[src/rtl/hre_pkg.sv]
package hre_pkg;

  // Word indices inside the register window (byte offset / 4).
  localparam logic [3:0] IDX_CRYPT  = 4'd4;
  localparam logic [3:0] IDX_STATUS = 4'd7;
  localparam logic [3:0] IDX_SRC    = 4'd8;
  localparam logic [3:0] IDX_DST    = 4'd9;
  localparam logic [3:0] IDX_KEY    = 4'd10;
  localparam logic [3:0] IDX_LEN    = 4'd11;
  localparam logic [3:0] IDX_CMD    = 4'd12;

  // Bit positions that neighbouring logic decodes.
  localparam int DONE_BIT   = 9;
  localparam int IRQ_EN_BIT = 9;
  localparam int SG_BIT     = 18;

  typedef enum logic [2:0] {
    ALG_MD5    = 3'd0,
    ALG_SHA1   = 3'd1,
    ALG_SHA224 = 3'd2,
    ALG_SHA256 = 3'd3,
    ALG_SHA384 = 3'd4,
    ALG_SHA512 = 3'd5
  } hashAlgoE;

  typedef enum logic [1:0] {
    MODE_DIGEST = 2'd0,
    MODE_KEYED  = 2'd1,
    MODE_ACCUM  = 2'd2,
    MODE_KEYSET = 2'd3
  } hashModeE;

  // Strobes from the bus decoder to the register datapath.
  typedef struct packed {
    logic wrCrypt;
    logic wrStatus;
    logic wrSrc;
    logic wrDst;
    logic wrKey;
    logic wrLen;
    logic wrCmd;
  } regStrobeT;

endpackage

[src/rtl/hre_ctrl.sv]
module hre_ctrl
  import hre_pkg::*;
#(
  parameter int ADDR_W = 12
) (
  input  logic              busWrite,
  input  logic              busRead,
  input  logic [ADDR_W-1:0] busAddr,
  output regStrobeT         strobe,
  output logic [3:0]        rdIdx,
  output logic              rdHit
);

  localparam int WORD_W = ADDR_W - 2;

  logic [WORD_W-1:0] wordIdx;
  logic              inRange;
  logic              wrHit;

  assign wordIdx = busAddr[ADDR_W-1:2];
  assign inRange = (wordIdx <= WORD_W'(IDX_CMD));
  assign rdIdx   = wordIdx[3:0];
  assign rdHit   = busRead && inRange;
  assign wrHit   = busWrite && inRange;

  always_comb begin
    strobe          = '0;
    strobe.wrCrypt  = wrHit && (rdIdx == IDX_CRYPT);
    strobe.wrStatus = wrHit && (rdIdx == IDX_STATUS);
    strobe.wrSrc    = wrHit && (rdIdx == IDX_SRC);
    strobe.wrDst    = wrHit && (rdIdx == IDX_DST);
    strobe.wrKey    = wrHit && (rdIdx == IDX_KEY);
    strobe.wrLen    = wrHit && (rdIdx == IDX_LEN);
    strobe.wrCmd    = wrHit && (rdIdx == IDX_CMD);
  end

endmodule

[src/rtl/hre_cmd_decode.sv]
module hre_cmd_decode
  import hre_pkg::*;
#(
  parameter logic [31:0] CMD_MASK = 32'h0014_7FFF
) (
  input  logic [2:0] famSel,
  input  logic [2:0] subSel,
  output logic       valid,
  output hashAlgoE   algo
);

  // The 512-bit family exists only when its sub-variant field survives the mask.
  localparam bit WIDE_OK = (CMD_MASK[12:10] == 3'b111);

  always_comb begin
    valid = 1'b1;
    algo  = ALG_MD5;
    unique case (famSel)
      3'b000: algo = ALG_MD5;
      3'b010: algo = ALG_SHA1;
      3'b100: algo = ALG_SHA224;
      3'b101: algo = ALG_SHA256;
      3'b110: begin
        if (!WIDE_OK) begin
          valid = 1'b0;
        end else begin
          unique case (subSel)
            3'b000:  algo = ALG_SHA512;
            3'b001:  algo = ALG_SHA384;
            3'b010:  algo = ALG_SHA256;
            default: valid = 1'b0;
          endcase
        end
      end
      default: valid = 1'b0;
    endcase
  end

endmodule

[src/rtl/hre_regs.sv]
module hre_regs
  import hre_pkg::*;
#(
  parameter logic [31:0] SRC_MASK = 32'h7FFF_FFFF,
  parameter logic [31:0] DST_MASK = 32'h7FFF_FFF8,
  parameter logic [31:0] KEY_MASK = 32'h7FFF_FFF8,
  parameter logic [31:0] LEN_MASK = 32'h0FFF_FFFF,
  parameter logic [31:0] CMD_MASK = 32'h0014_7FFF
) (
  input  logic        clk,
  input  logic        rstN,
  input  regStrobeT   strobe,
  input  logic [31:0] wdata,
  input  logic [3:0]  rdIdx,
  input  logic        rdHit,
  input  logic        hashDone,
  output logic [31:0] rdata,
  output logic        hashStart,
  output hashAlgoE    hashAlgo,
  output hashModeE    hashMode,
  output logic        hashSg,
  output logic        irqOut
);

  logic [31:0] cryptReg, srcReg, dstReg, keyReg, lenReg, cmdReg;
  logic [31:0] cmdNext;
  logic        doneFlag;
  logic        decValid;
  hashAlgoE    decAlgo;
  logic        clearHit;
  logic        irqSet;

  assign cmdNext  = wdata & CMD_MASK;
  assign clearHit = strobe.wrStatus && wdata[DONE_BIT];
  assign irqSet   = hashDone && cmdReg[IRQ_EN_BIT];

  hre_cmd_decode #(.CMD_MASK(CMD_MASK)) uDecode (
    .famSel(cmdNext[6:4]),
    .subSel(cmdNext[12:10]),
    .valid (decValid),
    .algo  (decAlgo)
  );

  // Plain storage registers, each with its own write mask.
  always_ff @(posedge clk or negedge rstN) begin
    if (!rstN) begin
      cryptReg <= '0;
      srcReg   <= '0;
      dstReg   <= '0;
      keyReg   <= '0;
      lenReg   <= '0;
      cmdReg   <= '0;
    end else begin
      if (strobe.wrCrypt) cryptReg <= wdata;
      if (strobe.wrSrc)   srcReg   <= wdata & SRC_MASK;
      if (strobe.wrDst)   dstReg   <= wdata & DST_MASK;
      if (strobe.wrKey)   keyReg   <= wdata & KEY_MASK;
      if (strobe.wrLen)   lenReg   <= wdata & LEN_MASK;
      if (strobe.wrCmd)   cmdReg   <= cmdNext;
    end
  end

  // Start pulse and the selection held alongside it.
  always_ff @(posedge clk or negedge rstN) begin
    if (!rstN) begin
      hashStart <= 1'b0;
      hashAlgo  <= ALG_MD5;
      hashMode  <= MODE_DIGEST;
      hashSg    <= 1'b0;
    end else begin
      hashStart <= strobe.wrCmd && decValid;
      if (strobe.wrCmd && decValid) begin
        hashAlgo <= decAlgo;
        hashMode <= hashModeE'(cmdNext[8:7]);
        hashSg   <= cmdNext[SG_BIT];
      end
    end
  end

  // Completion flag and interrupt: a completion wins over a clear.
  always_ff @(posedge clk or negedge rstN) begin
    if (!rstN) begin
      doneFlag <= 1'b0;
      irqOut   <= 1'b0;
    end else begin
      if (hashDone)      doneFlag <= 1'b1;
      else if (clearHit) doneFlag <= 1'b0;
      if (irqSet)                    irqOut <= 1'b1;
      else if (clearHit && doneFlag) irqOut <= 1'b0;
    end
  end

  always_comb begin
    rdata = '0;
    if (rdHit) begin
      case (rdIdx)
        IDX_CRYPT:  rdata = cryptReg;
        IDX_STATUS: rdata[DONE_BIT] = doneFlag;
        IDX_SRC:    rdata = srcReg;
        IDX_DST:    rdata = dstReg;
        IDX_KEY:    rdata = keyReg;
        IDX_LEN:    rdata = lenReg;
        IDX_CMD:    rdata = cmdReg;
        default:    rdata = '0;
      endcase
    end
  end

  assert_start_from_cmd_R5: assert property (@(posedge clk) disable iff (!rstN)
    hashStart |-> $past(strobe.wrCmd && decValid));

  assert_invalid_nostart_R4: assert property (@(posedge clk) disable iff (!rstN)
    (strobe.wrCmd && !decValid) |=> !hashStart);

  assert_done_sets_R6: assert property (@(posedge clk) disable iff (!rstN)
    hashDone |=> doneFlag);

  assert_irq_needs_done_R6: assert property (@(posedge clk) disable iff (!rstN)
    irqOut |-> doneFlag);

  assert_clear_R7: assert property (@(posedge clk) disable iff (!rstN)
    (clearHit && !hashDone) |=> (!doneFlag && !irqOut));

  assert_oob_zero_R8: assert property (@(posedge clk) disable iff (!rstN)
    !rdHit |-> (rdata == 32'h0));

  assert_dst_align_R2: assert property (@(posedge clk) disable iff (!rstN)
    (rdHit && rdIdx == IDX_DST) |-> (rdata[2:0] == 3'b000));

endmodule

[src/rtl/hash_ctl_regs.sv]
module hash_ctl_regs
  import hre_pkg::*;
#(
  parameter int          ADDR_W   = 12,
  parameter logic [31:0] SRC_MASK = 32'h7FFF_FFFF,
  parameter logic [31:0] DST_MASK = 32'h7FFF_FFF8,
  parameter logic [31:0] KEY_MASK = 32'h7FFF_FFF8,
  parameter logic [31:0] LEN_MASK = 32'h0FFF_FFFF,
  parameter logic [31:0] CMD_MASK = 32'h0014_7FFF
) (
  input  logic              clk,
  input  logic              rstN,
  input  logic              busWrite,
  input  logic              busRead,
  input  logic [ADDR_W-1:0] busAddr,
  input  logic [31:0]       busWdata,
  output logic [31:0]       busRdata,
  output logic              hashStart,
  output logic [2:0]        hashAlgo,
  output logic [1:0]        hashMode,
  output logic              hashSg,
  input  logic              hashDone,
  output logic              irqOut
);

  regStrobeT  strobe;
  logic [3:0] rdIdx;
  logic       rdHit;
  hashAlgoE   algoSel;
  hashModeE   modeSel;

  hre_ctrl #(.ADDR_W(ADDR_W)) uCtrl (
    .busWrite(busWrite),
    .busRead (busRead),
    .busAddr (busAddr),
    .strobe  (strobe),
    .rdIdx   (rdIdx),
    .rdHit   (rdHit)
  );

  hre_regs #(
    .SRC_MASK(SRC_MASK),
    .DST_MASK(DST_MASK),
    .KEY_MASK(KEY_MASK),
    .LEN_MASK(LEN_MASK),
    .CMD_MASK(CMD_MASK)
  ) uRegs (
    .clk      (clk),
    .rstN     (rstN),
    .strobe   (strobe),
    .wdata    (busWdata),
    .rdIdx    (rdIdx),
    .rdHit    (rdHit),
    .hashDone (hashDone),
    .rdata    (busRdata),
    .hashStart(hashStart),
    .hashAlgo (algoSel),
    .hashMode (modeSel),
    .hashSg   (hashSg),
    .irqOut   (irqOut)
  );

  assign hashAlgo = algoSel;
  assign hashMode = modeSel;

endmodule

[config.mk]
export PLATFORM = sky130hd
export DESIGN_NAME = hash_ctl_regs
export DESIGN_NICKNAME = d
export VERILOG_FILES = /design/src/rtl/hre_pkg.sv /design/src/rtl/hre_ctrl.sv /design/src/rtl/hre_cmd_decode.sv /design/src/rtl/hre_regs.sv /design/src/rtl/hash_ctl_regs.sv
export SDC_FILE = /design/constraint.sdc
export NUM_CORES = 1
export LEC_CHECK = 0
export BUFFER_PORTS_ARGS = -buffer_cell sky130_fd_sc_hd__buf_2
export CAP_MARGIN = 40
export CORE_ASPECT_RATIO = 1.75
export CORE_MARGIN = 4
export CORE_UTILIZATION = 45
export DETAILED_ROUTE_END_ITERATION = 12
export GPL_TIMING_DRIVEN = 0
export PLACE_DENSITY = 0.68
export SLEW_MARGIN = 15
export SYNTH_ARGS = -nofsm -noshare
export SYNTH_HDL_FRONTEND = slang
export SYNTH_SLANG_ARGS = --single-unit
[constraint.sdc]
create_clock -name clk -period 2.6 [get_ports clk]
set_clock_uncertainty 0.15 [all_clocks]
set_input_delay 0.39 -clock clk [delete_from_list [all_inputs] [get_ports clk]]
set_output_delay 0.39 -clock clk [all_outputs]
set_load 0.05 [all_outputs]
Word level (Yosys, flattened, before mapping):

Cells that the tools add are included.

* register bits: 173
* bits in latches: 0
* bits in writable memories: 0
* memory bits (read-only): 0
* output and inout port bits: 40
* memories kept: 0

* $add $sub $neg: 0
* multiply operators: 0
* divide/modulo/power cells: 0
* magnitude comparators: 1
* eq/ne operators: 13
* shift operators: 0
* multiplexer cells: 12
* bitwise operators: 0
* reduce and logical (&&, ||, !) cells: 19

Operators by type and width (number)
* 22-bit one-hot mux with 6 select lines: 1
* 9-bit one-hot mux with 6 select lines: 1
* 32-bit 2-to-1 mux: 1
* 4-bit equality test (second input constant): 5
* 1-bit logical AND: 13
* 3-bit one-hot mux with 4 select lines: 1
* 10-bit by 4-bit <= comparator with 1-bit output (second input constant): 1
* 3-bit equality test (second input constant): 3
* 3-bit one-hot mux with 3 select lines: 1
* 4-bit by 3-bit equality test with 1-bit output (second input constant): 2
* 1-bit one-hot mux with 7 select lines: 1
* 3-bit by 2-bit equality test with 1-bit output (second input constant): 2
* 3-bit zero test: 2
* 1-bit 2-to-1 mux: 5
* 2-bit nonzero test: 2
* 4-bit OR reduction: 1
* 3-bit by 1-bit equality test with 1-bit output (second input constant): 1
* 3-bit OR reduction: 1
* 1-bit one-hot mux with 2 select lines: 1

Depth between registers and ports, before layout:

* depth after elaboration: 7
* depth in mapped cells: 8
* depth with buffers taken out: 4

Hierarchy:

A second synthesis with hierarchy kept.

* cells, all modules: 600
* area total of the unflattened synthesis: 8137.8 um2

By module, submodules not included
* hre_regs: instances 1, cells each 565, area each 7871.3 um2, sequential area each 4329.2 um2
* hre_ctrl: instances 1, cells each 24, area each 191.4 um2, sequential area each 0.0 um2
* hre_cmd_decode: instances 1, cells each 11, area each 75.1 um2, sequential area each 0.0 um2

Least setup slack after synthesis:

No wires, ideal clock.

* path type: in2out
* from: in busAddr[2]
* to: out busRdata[9]
* arrival time: 2.540 ns
* required time: 2.060 ns
* slack: -0.480 ns
* stages: 7
* path buffers: 3
* cell sequence: buf_4 > buf_2 > buf_2 > nand2_1 > o21ai_0 > a21oi_1 > a211oi_1

* longest elaborated chain between the ends: 3

RTL lines
* start, declared: line hash_ctl_regs.sv:15 `input logic [ADDR_W-1:0] busAddr,`
* 10-bit by 4-bit <= comparator with 1-bit output (tied with other cells): line hre_ctrl.sv:21 `assign inRange = (wordIdx <= WORD_W'(IDX_CMD));`
* 1-bit logical AND / 1-bit one-hot mux with 7 select lines (equally long branches): line hre_ctrl.sv:23, hre_regs.sv:96
* 32-bit 2-to-1 mux *: line hre_regs.sv:95 `if (rdHit) begin`
* end, declared: line hash_ctl_regs.sv:17 `output logic [31:0] busRdata,`

Every way passes the cells marked *; elsewhere a longest branch is shown, timed or not.

Worst setup path in the final report:

* from: in busAddr[3]
* to: out busRdata[20]

* longest elaborated chain between the ends: 3

RTL lines (line)
* 10-bit by 4-bit <= comparator with 1-bit output (tied with other cells): hre_ctrl.sv:21
* 1-bit logical AND / 22-bit one-hot mux with 6 select lines (equally long branches): hre_ctrl.sv:23, hre_regs.sv:96
* 32-bit 2-to-1 mux *: hre_regs.sv:95

Marked as above.

==> summary by stage <==
Synth
The commonest cells after synthesis are 173 x sky130_fd_sc_hd__dfrtp_1, 133 x sky130_fd_sc_hd__mux2_2, 40 x sky130_fd_sc_hd__mux2_4, 32 x sky130_fd_sc_hd__nor2_1, 23 x sky130_fd_sc_hd__buf_2. The post-synthesis async set-or-reset flop share is 1.00. The primary flip-flop cell chosen by synthesis mapping is sky130_fd_sc_hd__dfrtp_1.

For this run, the register share of the synthesized area comes to 0.539. The library cell with the largest summed area after synthesis is sky130_fd_sc_hd__dfrtp_1. The share of synthesized area in the top cell type comes to 0.539. The post-synth net total is 606. Synthesis produced a netlist whose cell count is between 500 and 600.

Yosys mapped the design onto 44 distinct sky130hd cell types. Counting flops with a built-in enable in the synthesized netlist gives 0. The mapped cell area is 8030 um2.

Yosys instantiated no cell more often than sky130_fd_sc_hd__dfrtp_1. The register bit total from synthesis is between 150 and 200. After synthesis, the cell types taking the most area are sky130_fd_sc_hd__dfrtp_1 54%, sky130_fd_sc_hd__mux2_2 19%, sky130_fd_sc_hd__mux2_4 7.5%. The count of yosys warnings during synthesis is 0. In this run the mean area of a mapped cell was 14.4 um2.

Routing
Once detail routing completed, the nets flagged for antenna violations numbered 0. For this block, the initial DRC count from the detailed router was 271. The total wire length is 20300 um. For this run, design rule violations remaining after detail routing come to 0. The detailed router placed 5233 vias in this run.

The mean routed wirelength per cell is 22.2 um. The average vias per placed instance is 5.74. The pre-antenna-repair detailed-routing pass consisted of 6 iterations.

STA
The timing-limited maximum frequency is 0.390 GHz. The total count of max-transition violations in the final report is 0. Setup slack on the critical path of the routed design comes to 0.0375 ns. Setup violations remaining at the end of the flow were counted as 0. The shortest clock period the worst path allows after layout is between 2 and 3 ns. The number of hold violations in the final report was 0. The accumulated negative setup slack is 0 ns.

Of the available clock period, the critical path in the final layout requires 0.986. The slew of the pin with the lowest slew margin is slightly above 0.6 ns. The worst slew slack as a fraction of its limit is 0.589. The final-layout worst hold slack is 0.0392 ns. Setup repair after global routing left no endpoint under its margin.

Power and ir drop
After layout, the design draws a total of about 5.6 mW. The power density relative to cell area is a little under 600 nW/um2. The cell leakage power is 4.84 nW. Across the VDD grid, the largest voltage drop is 0.383 mV.

Cells and area
The post-route non-filler standard cell count is 912. 0 antenna diodes ended up in the layout. Relative to the synthesized area, the layout overhead comes to 19.9%. The fill cell instance count of the final layout is approximately 1400. For this run, the post-layout net count is ~700. In the final layout, the share of cells above drive strength 1 is 0.536.

GRT
For this run, the total global-route usage over all layers was measured as 0.213. The wire length of the first global-routing pass is around 32000 um. The initial antenna violation count is 0. For met3 alone, demand over resource in global routing was 0.0393. Summed over all layers, the global routing overflow is 0. Entering global routing, the biggest net connects 97 pins. For met2 alone, demand over resource in global routing was 0.385. For this run, global-route usage on met1 was measured as 0.248. The number of global-route vias before repair is approximately 5800. In this run the most used layer during global routing was met2.

Clocking
In this run the number of H-tree levels came out at 4. The buffer cell driving the clock tree root is sky130_fd_sc_hd__clkbuf_16. In this run the deepest clock path goes through 2 buffers.

The clock-pin transition on the worst setup and hold timing paths is 0.07 ns. The total number of clock tree sinks is 173. The clock buffer count from CTS is 17. The CTS tree is done. The source-to-sink clock delay at the later pin of the worst-skew pair is between 0.4 and 0.5 ns.

Floorplan
The core region area is approximately 18000 um2. The initial core utilization is 0.458. The floorplan die width is 109 um. The die covers 20100 um2.

The number of rows created at floorplan is 64. The I/O pin count is 89. The vertical die dimension is 185 um.

Outcome
The flow ran to the end, and the final reports show no timing, DRC or antenna violations.

Setup path
On the worst path, the slowest cell contributes a delay of 0.47 ns. The critical path class is input pin to primary output. The most frequent cell on the critical path is sky130_fd_sc_hd__buf_12.

The kind of launch point of the worst setup path is an input pin. In this run the worst path has a maximum fanout of 10. For the worst setup path, the data arrival time is 2.02 ns. The slowest library cell on the worst path is sky130_fd_sc_hd__a222oi_1. STA classifies the critical path endpoint as a primary output. Walking the worst path, the cells encountered are buf_2 > buf_12 > buf_12 > buf_12 > mux4_2 > a222oi_1 > nor2_2 > buf_6.

For the worst setup path, the data required time is 2.06 ns.

Min path
In this run the worst hold path is classified as input pin to register.

Placed design
The sum of net half-perimeters after detailed placement is 14100 um. The congestion estimate from routability-driven global placement came to 0.821. During placement, the flow inserted port buffers numbering 84. Counting tap cells, the placed design contains a total of 873 instances.

The pre-CTS setup slack is -0.640 ns.

Run
The number of maximum-capacitance violations is 0.
-- critical path, delay by kind of cell --
family / cells / cell delay, ns
AO/OA/AOI/OAI: 1 / 0.47
AND/OR/NAND/NOR: 1 / 0.06
multiplexers: 1 / 0.32
buffers and inverters: 5 / 0.76
-- timing repair --
| action | CTS | global route |
|---|---|---|
| hold buffers | 1 | 0 |
| endpoints found under the setup margin | 31 | 25 |
| cloned | 0 | 1 |
| buffers inserted | 2 | 5 |
| pin swaps | 2 | 4 |
| hold endpoints to repair | 77 | 0 |
| gates resized for setup | 46 | 15 |
-- sequential cells by signal, indices dropped and copies added, names as in the netlist --
name	count
uRegs.lenReg	28
uRegs.hashMode	2
uRegs.hashSg	1
uRegs.irqOut	1
uRegs.dstReg	28
uRegs.hashStart	1
uRegs.keyReg	28
uRegs.srcReg	31
uRegs.cryptReg	32
uRegs.hashAlgo	3
uRegs.cmdReg	17
uRegs.doneFlag	1
-- power by group --
part	switching [mW]	internal, mW	total [mW]
logic	0.211	0.141	0.351
clock network	1.12	1.33	2.45
registers	0.0226	2.73	2.75
total	1.36	4.20	5.56
-- kinds of logic (layout without fill, tap and decap cells) --
family / Yosys count / count (layout) / share of synthesized area
flip-flops: 173 / 173 / 0.539
AND/OR/NAND/NOR: 75 / 75 / 0.0516
AO/OA/AOI/OAI: 73 / 73 / 0.0715
buffers and inverters: 41 / 165 / 0.0284
multiplexers: 195 / 195 / 0.309
-- worst paths after layout --
| kind | endpoint | slack (ns) | depth (start not counted) | startpoint |
|---|---|---|---|---|
| worst max-delay path | busRdata[20] | 0.04 | 8 | busAddr[3] |
| worst min-delay path | uRegs.doneFlag | 0.04 | 2 | hashDone |
| worst max register to register | uRegs.lenReg[4] | 1.65 | 1 | uRegs.lenReg[4] |
| worst min register to register | uRegs.srcReg[6] | 0.35 | 1 | uRegs.srcReg[6] |
| max in group asynchronous | uRegs.cryptReg[1] | 1.03 | 3 | rstN |
| min in group asynchronous | uRegs.srcReg[24] | 0.38 | 2 | rstN |
-- per-stage QoR --
step                      area, um2  utilization
final                          9630        0.549
after global placement         8760        0.499
after detailed placement       8790        0.501
after global routing           9630        0.549
after floorplan                8050            -
after CTS                      9520        0.543
-- placed cells by master, fill, tap and decap left out, types with 6 or more instances in the layout --
master and count:
sky130_fd_sc_hd__buf_4 17, sky130_fd_sc_hd__buf_6 11, sky130_fd_sc_hd__clkbuf_4 7, sky130_fd_sc_hd__mux2_4 40, sky130_fd_sc_hd__buf_12 6, sky130_fd_sc_hd__nand2_1 10, sky130_fd_sc_hd__dfrtp_1 173, sky130_fd_sc_hd__nor2_1 27
sky130_fd_sc_hd__buf_2 82, sky130_fd_sc_hd__clkbuf_16 18, sky130_fd_sc_hd__a222oi_1 21, sky130_fd_sc_hd__a22o_1 10, sky130_fd_sc_hd__mux2i_1 6, sky130_fd_sc_hd__mux2_2 133, sky130_fd_sc_hd__a22oi_1 8, sky130_fd_sc_hd__o21ai_0 10
sky130_fd_sc_hd__a21oi_1 9, sky130_fd_sc_hd__and2_1 6, sky130_fd_sc_hd__mux4_2 13, sky130_fd_sc_hd__nor2_2 6
-- metal layers --
metal | share of wire | wire length (um)
met5 | 0 | 0
met1 | 0.39 | 7860
met4 | 0.024 | 483
met2 | 0.55 | 11100
met3 | 0.040 | 806
-- final cells by class --
type                            instances  area, um2  share of cell area
Buffer                                 38        330              0.0343
Tap cell                              231        289              0.0300
Multi-Input combinational cell        343       3510               0.364
Clock inverter                         14        136              0.0142
Timing Repair Buffer                   94        604              0.0628
Clock buffer                           17        425              0.0442
Inverter                                2       7.51            0.000780
Sequential cell                       173       4330               0.450
Note: power is estimated with default switching activity, not from simulation.
